===== src/rtl/lwc_pkg.sv =====
// Shared types and helpers for the link width controller.
// Assumes the lane count is a power of two; width codes are plain lane counts.
package lwc_pkg;
    parameter int unsigned LWC_LANES = 4;
    parameter int unsigned LWC_WB    = $clog2(LWC_LANES) + 1;

    typedef logic [LWC_WB-1:0]    width_t;
    typedef logic [LWC_LANES-1:0] lanes_t;

    // True when the code names a single supported width (a power of two up to the lane count).
    function automatic logic is_legal(width_t w);
        return ($countones(w) == 1) && (int'(w) <= int'(LWC_LANES));
    endfunction

    // Physical lanes used by width w in normal (low lanes) or reversed (high lanes) order.
    function automatic lanes_t lane_mask(width_t w, logic rev);
        lanes_t m;
        for (int i = 0; i < int'(LWC_LANES); i++) begin
            m[i] = rev ? ((int'(LWC_LANES) - 1 - i) < int'(w)) : (i < int'(w));
        end
        return m;
    endfunction
endpackage


===== src/rtl/lwc_cfg_regs.sv =====
// Lockable maximum-width setting and its unlock bit.
// Assumes writes are single-cycle strobes. A width write is judged against the
// unlock value held before the write cycle; illegal width codes are dropped.
module lwc_cfg_regs
    import lwc_pkg::*;
(
    input  logic   clk,
    input  logic   rst_n,
    input  logic   unlock_we,
    input  logic   unlock_wdata,
    input  logic   maxw_we,
    input  width_t maxw_wdata,
    output logic   unlock_q,
    output width_t max_q
);
    localparam width_t RESET_MAX = width_t'(LWC_LANES);

    // Holds the unlock bit.
    always_ff @(posedge clk) begin
        if (!rst_n)         unlock_q <= 1'b0;
        else if (unlock_we) unlock_q <= unlock_wdata;
    end

    // Holds the maximum width; it changes only on an unlocked, legal write.
    always_ff @(posedge clk) begin
        if (!rst_n)                                       max_q <= RESET_MAX;
        else if (maxw_we && unlock_q && is_legal(maxw_wdata)) max_q <= maxw_wdata;
    end

    assert_lock_holds_R2: assert property (@(posedge clk) disable iff (!rst_n)
        !unlock_q |=> $stable(max_q));
    assert_max_legal_R2: assert property (@(posedge clk) disable iff (!rst_n)
        is_legal(max_q));
endmodule


===== src/rtl/lwc_resolver.sv =====
// Combinational width resolver.
// For each candidate width (powers of two up to the lane count), it checks the
// limit and lane usability in both orders, then picks the largest fit.
// Normal order wins over reversed order at the same width.
module lwc_resolver
    import lwc_pkg::*;
(
    input  width_t limit,
    input  lanes_t lane_ok,
    output width_t res_width,
    output logic   res_rev
);
    localparam int NCAND = $clog2(LWC_LANES) + 1;

    logic [NCAND-1:0] fit_n;
    logic [NCAND-1:0] fit_r;

    for (genvar k = 0; k < NCAND; k++) begin : g_cand
        localparam width_t CW = width_t'(1 << k);
        localparam lanes_t MN = lane_mask(CW, 1'b0);
        localparam lanes_t MR = lane_mask(CW, 1'b1);
        assign fit_n[k] = (limit >= CW) && ((lane_ok & MN) == MN);
        assign fit_r[k] = (limit >= CW) && ((lane_ok & MR) == MR);
    end

    // Scan candidates upward so the widest fitting one is kept.
    always_comb begin
        res_width = '0;
        res_rev   = 1'b0;
        for (int k = 0; k < NCAND; k++) begin
            if (fit_n[k]) begin
                res_width = width_t'(1 << k);
                res_rev   = 1'b0;
            end else if (fit_r[k]) begin
                res_width = width_t'(1 << k);
                res_rev   = 1'b1;
            end
        end
    end
endmodule


===== src/rtl/lwc_lane_power.sv =====
// Lane power-down and status gating.
// Powers down every physical lane outside the active mapping, or all of them
// while the port is disabled. The status width reads 0 while disabled.
module lwc_lane_power
    import lwc_pkg::*;
(
    input  logic   port_en,
    input  width_t width_q,
    input  logic   rev_q,
    output lanes_t lane_pd,
    output width_t neg_width,
    output logic   lane_rev
);
    // Derives the per-lane power-down mask and the gated status values.
    always_comb begin
        lane_pd   = port_en ? ~lane_mask(width_q, rev_q) : '1;
        neg_width = port_en ? width_q : '0;
        lane_rev  = port_en && rev_q && (width_q != '0);
    end
endmodule


===== src/rtl/link_width_ctrl.sv =====
// Port link width controller top.
// Sequences full trainings and dynamic requests: it copies the limit at
// train_start, applies the resolver result one cycle after train_done, and
// keeps the ceiling set by the last full training.
// Assumes train_start, train_done and dyn_req are single-cycle pulses.
module link_width_ctrl
    import lwc_pkg::*;
(
    input  logic                 clk,
    input  logic                 rst_n,
    input  logic                 unlock_we,
    input  logic                 unlock_wdata,
    input  logic                 maxw_we,
    input  logic [LWC_WB-1:0]    maxw_wdata,
    output logic                 unlock_q,
    output logic [LWC_WB-1:0]    max_width,
    input  logic                 port_en,
    input  logic                 train_start,
    input  logic                 train_done,
    input  logic [LWC_LANES-1:0] lane_ok,
    input  logic                 dyn_req,
    input  logic [LWC_WB-1:0]    dyn_width,
    output logic [LWC_WB-1:0]    neg_width,
    output logic                 lane_rev,
    output logic [LWC_LANES-1:0] lane_pd
);
    width_t max_q, lat_max_q, cap_q, width_q, dyn_tgt_q;
    logic   rev_q, pend_full_q, pend_dyn_q;
    width_t res_width, limit;
    logic   res_rev;

    lwc_cfg_regs u_cfg (
        .clk          (clk),
        .rst_n        (rst_n),
        .unlock_we    (unlock_we),
        .unlock_wdata (unlock_wdata),
        .maxw_we      (maxw_we),
        .maxw_wdata   (maxw_wdata),
        .unlock_q     (unlock_q),
        .max_q        (max_q)
    );
    assign max_width = max_q;

    // Selects the resolver limit: the copied maximum for a full training, else the dynamic target.
    assign limit = pend_full_q ? lat_max_q : dyn_tgt_q;

    lwc_resolver u_res (
        .limit     (limit),
        .lane_ok   (lane_ok),
        .res_width (res_width),
        .res_rev   (res_rev)
    );

    // Sequences trainings and requests; train_start has priority over everything else.
    always_ff @(posedge clk) begin
        if (!rst_n) begin
            lat_max_q   <= width_t'(LWC_LANES);
            cap_q       <= '0;
            width_q     <= '0;
            rev_q       <= 1'b0;
            pend_full_q <= 1'b0;
            pend_dyn_q  <= 1'b0;
            dyn_tgt_q   <= '0;
        end else if (train_start) begin
            lat_max_q   <= max_q;
            pend_full_q <= 1'b1;
            pend_dyn_q  <= 1'b0;
            width_q     <= '0;
            rev_q       <= 1'b0;
        end else if (train_done && pend_full_q) begin
            width_q     <= res_width;
            rev_q       <= res_rev;
            cap_q       <= res_width;
            pend_full_q <= 1'b0;
        end else if (train_done && pend_dyn_q) begin
            width_q     <= res_width;
            rev_q       <= res_rev;
            pend_dyn_q  <= 1'b0;
        end else if (dyn_req && !pend_full_q && (width_q != '0) && is_legal(dyn_width)) begin
            pend_dyn_q  <= 1'b1;
            dyn_tgt_q   <= (dyn_width < cap_q) ? dyn_width : cap_q;
        end
    end

    lwc_lane_power u_pwr (
        .port_en   (port_en),
        .width_q   (width_q),
        .rev_q     (rev_q),
        .lane_pd   (lane_pd),
        .neg_width (neg_width),
        .lane_rev  (lane_rev)
    );

    assert_down_in_train_R3: assert property (@(posedge clk) disable iff (!rst_n)
        train_start |=> (neg_width == '0));
    assert_within_limit_R4: assert property (@(posedge clk) disable iff (!rst_n)
        width_q <= lat_max_q);
    assert_under_ceiling_R8: assert property (@(posedge clk) disable iff (!rst_n)
        width_q <= cap_q);
    assert_idle_done_R9: assert property (@(posedge clk) disable iff (!rst_n)
        (train_done && !train_start && !pend_full_q && !pend_dyn_q) |=> $stable(width_q));
    assert_off_all_pd_R7: assert property (@(posedge clk) disable iff (!rst_n)
        !port_en |-> ($countones(lane_pd) == LWC_LANES));
    assert_powered_match_R6: assert property (@(posedge clk) disable iff (!rst_n)
        port_en |-> ($countones(~lane_pd) == int'(neg_width)));
endmodule


===== config.mk =====
export PLATFORM = sky130hd
export DESIGN_NAME = link_width_ctrl
export DESIGN_NICKNAME = d
export VERILOG_FILES = /design/src/rtl/lwc_pkg.sv /design/src/rtl/lwc_cfg_regs.sv /design/src/rtl/lwc_resolver.sv /design/src/rtl/lwc_lane_power.sv /design/src/rtl/link_width_ctrl.sv
export SDC_FILE = /design/constraint.sdc
export NUM_CORES = 1
export LEC_CHECK = 0
export BUFFER_PORTS_ARGS = -buffer_cell sky130_fd_sc_hd__buf_2
export CAP_MARGIN = 20
export CORE_MARGIN = 10
export CORE_UTILIZATION = 52
export DETAILED_ROUTE_END_ITERATION = 8
export PLACE_DENSITY = 0.79
export SLEW_MARGIN = 20
export SYNTH_ARGS = -nofsm -noshare
export SYNTH_HDL_FRONTEND = slang
export SYNTH_SLANG_ARGS = --single-unit

===== constraint.sdc =====
create_clock -name clk -period 2.2 [get_ports clk]
set_input_delay 0.44 -clock clk [delete_from_list [all_inputs] [get_ports clk]]
set_output_delay 0.44 -clock clk [all_outputs]
set_load 0.02 [all_outputs]

==> results.py <==
metrics = {
    "setup_path": {
        "crit_required_ns": 1.76,
        "worstSetupEndpointType": "output port",
        "cp_cell_sequence": "or3_4 -> and2_2 -> o21ai_0 -> buf_2",
        "critPathKind": "flop to output port",
        "r2r_start": "cap_q[2]$_SDFFE_PN0P_",
        "start_kind": "flop",
        "cp_slowest_cell": "or3_4",
        "crit_buf_inv": 1,
        "path_delay_family": "simple AND/OR/NAND/NOR gates",
        "crit_fanout": 7,
        "worst_path_largest_cell_delay_ns": 0.41,
        "r2r-end": "dyn_tgt_q[1]$_SDFFE_PN0P_",
        "reg2regPathDepth": 6,
        "arrival_ns": 1.53,
        "r2r_slack_ns": 0.52,
    },
    "global_routing": {
        "grt_pass1_vias": 1140,
        "grt_start_max_net_pins": 13,
        "grt_pass1_wl_mm": 4.968,
        "antenna_found_initial": 0,
        "grt_usage": 0.1368,
        "grt_overflow": 0,
    },
    "min_path": {
        "min-delay-start": "rst_n",
        "whs_endpoint": "lat_max_q[2]$_SDFFE_PN1P_",
        "min_path_cells": 2,
        "hp-class": "input pin to flop",
    },
    "synthesis": {
        "ys_async_sr_fraction": 0,
        "synth_nets": 166,
        "yosys.cell_count.top_type": "dfxtp_1",
        "yosys-top-cells-count": "dfxtp_1 (19), nor2_1 (15), inv_1 (13)",
        "yosysSeqAreaShare": 0.3203,
        "yosysTopAreaCell": "dfxtp_1",
        "synth_warnings": 0,
        "synth_cells": 139,
        "synth_cell_types": 39,
        "yosysTopAreaCellShare": 0.3203,
        "synthTopCellsByArea": "dfxtp_1 (32%), mux2i_1 (8.4%), ha_1 (6.3%)",
        "synth-edff-count": 0,
        "yosys_register_bits": 19,
        "synth_area_sq_mm": 0.001187,
        "synthFlopType": "dfxtp_1",
        "synth.avg_cell_area_sq_um": 8.542,
    },
    "layout": {
        "fin_nets": 199,
        "post-route-util": 0.6345,
        "design_area_sq_mm": 0.001390,
        "drive_gt1_frac": 0.2807,
        "antenna_cells": 0,
        "area_growth_pct": 17.07,
    },
    "die": {
        "rows": 17,
        "die_area_sq_mm": 0.004595,
        "die_w_um": 67.79,
        "die_y_um": 67.79,
        "start_util": 0.5420,
        "ios": 31,
        "core_area_sq_mm": 0.002191,
    },
    "routing": {
        "vias_per_cell": 5.472,
        "initialDrtViolationCount": 41,
        "remaining_drc_errors": 0,
        "dr.pass1.iters": 4,
        "wl_mm": 2.898,
        "antenna_left": 0,
        "wl_per_cell_um": 14.56,
        "vias": 1089,
    },
    "sta": {
        "hold_viol": 0,
        "rsz0062_at_grt": "false",
        "finalCritPeriodShare": 0.8960,
        "fin_setup_tns_ns": 0,
        "worstMarginPinSlew_ns": 0.4984,
        "fin_worst_skew_ns": 0.002741,
        "min_period_ns": 1.971,
        "slew_violations": 0,
        "relSlewSlack": 0.6642,
        "holdWs_ns": 0.3772,
        "fmax_mhz": 507.3,
        "setup_violations": 0,
    },
    "placement": {
        "placedInstanceArea_sq_mm": 0.001360,
        "io_buffers": 30,
        "gp_congestion": 0.9264,
        "dpl.hpwl_mm": 2.418,
    },
    "clocking": {
        "cts_hold_buf": 0,
        "root_buffer": "clkbuf_4",
        "htreeDepth": 1,
        "cts.path.max_buffers": 2,
        "cts_resized": 0,
        "clock_latency_ns": 0.30,
        "numCtsBuffers": 3,
        "cts_tree": "done",
        "post_cts_buffers": 0,
        "clk_pin_slew_ns": 0.12,
        "cts_num_sinks": 19,
    },
    "job": {
        "drv_cap": 0,
    },
    "power": {
        "p_per_area_mw_per_mm2": 460.0,
        "peakVddDrop_mv": 0.3437,
        "p_leak_nw": 0.6067,
    },
    "run_status": {
        "run_status": "finished clean",
    },
}
## cell families after synthesis
family                     Yosys count  share of synthesized area
buffers and inverters               16                    0.05795
adders and majority gates            8                    0.09694
DFF                                 19                     0.3203
AOI/OAI and AO/OA                   32                     0.1844
muxes                               10                    0.08430
and+or+nand+nor                     54                     0.2561
## layout make-up
class | count | area, sq um
multi-input cells | 104 | 738.2
repair buffers | 31 | 157.7
clock buffers | 3 | 22.52
inverters | 13 | 48.80
well taps | 28 | 35.03
fillers | 190 | 800.8
clock inverters | 1 | 7.507
flip-flops and latches | 19 | 380.4
## through the flow
stage | power [mW] | std cells | setup slack [ns]
global route | 0.6701 | 199 | 0.1562
CTS | 0.6464 | 199 | 0.2179
detailed placement | 0.4628 | 195 | 0.1297
floorplan | 0.4231 | 139 | 0.3149
finish | 0.6394 | 199 | 0.2287
global placement | 0.4550 | 195 | 0.2546
## worst max path at each step
| stage | start | end | slack (ns) | cells after the start |
|---|---|---|---|---|
| global route | width_q[2]$_SDFFE_PP0N_ | lane_pd[0] | 0.16 | 4 |
| detailed placement | dyn_width[1] | dyn_tgt_q[0]$_SDFFE_PN0P_ | 0.13 | 7 |
| global placement | dyn_width[0] | dyn_tgt_q[0]$_SDFFE_PN0P_ | 0.25 | 7 |
| floorplan | maxw_wdata[0] | u_cfg.max_q[0]$_SDFFE_PN0P_ | 0.31 | 7 |
| CTS | width_q[2]$_SDFFE_PP0N_ | lane_pd[0] | 0.22 | 4 |
| finish | width_q[2]$_SDFFE_PP0N_ | lane_pd[0] | 0.23 | 4 |
## cells in the final DEF (no fill, tap or decap), types with 2 or more instances in the layout
| master | count |
|---|---|
| buf_2 | 30 |
| dfxtp_1 | 19 |
| nor2_1 | 15 |
| inv_1 | 13 |
| o21ai_0 | 12 |
| mux2i_1 | 10 |
| nand2_1 | 10 |
| a21oi_1 | 9 |
| ha_1 | 6 |
| o21a_1 | 3 |
| nor3_1 | 3 |
| clkbuf_4 | 3 |
| and2_1 | 2 |
| and2_2 | 2 |
| nand3b_1 | 2 |
| nand4b_1 | 2 |
| nor2b_1 | 2 |
| nand3_1 | 2 |
| o41ai_2 | 2 |
| a211oi_2 | 2 |
| nand4_1 | 2 |
| fa_1 | 2 |
## routing by layer
| layer | wire length [um] | up-vias | track usage | share of wire |
|---|---|---|---|---|
| li1 | - | 554 | - | - |
| met1 | 1224 | 507 | 0.1470 | 0.42 |
| met5 | 0 | - | 0 | 0 |
| met3 | 169 | 4 | 0.04298 | 0.058 |
| met2 | 1477 | 24 | 0.2441 | 0.51 |
| met4 | 27 | 0 | 0.05276 | 0.0093 |
## sequential cells by signal, summed over array words and instances, names as in the netlist
| register | flops |
|---|---|
| pend_dyn_q | 1 |
| lat_max_q | 3 |
| width_q | 3 |
| cap_q | 3 |
| dyn_tgt_q | 3 |
| rev_q | 1 |
| pend_full_q | 1 |
| u_cfg.max_q | 3 |
| u_cfg.unlock_q | 1 |
## power breakdown
part | switching (mW) | total [mW] | internal, mW
Sequential | 0.00572 | 0.353 | 0.348
Combinational | 0.0594 | 0.101 | 0.0419
Clock | 0.115 | 0.185 | 0.0692
Power figures use the tool's default switching activity.
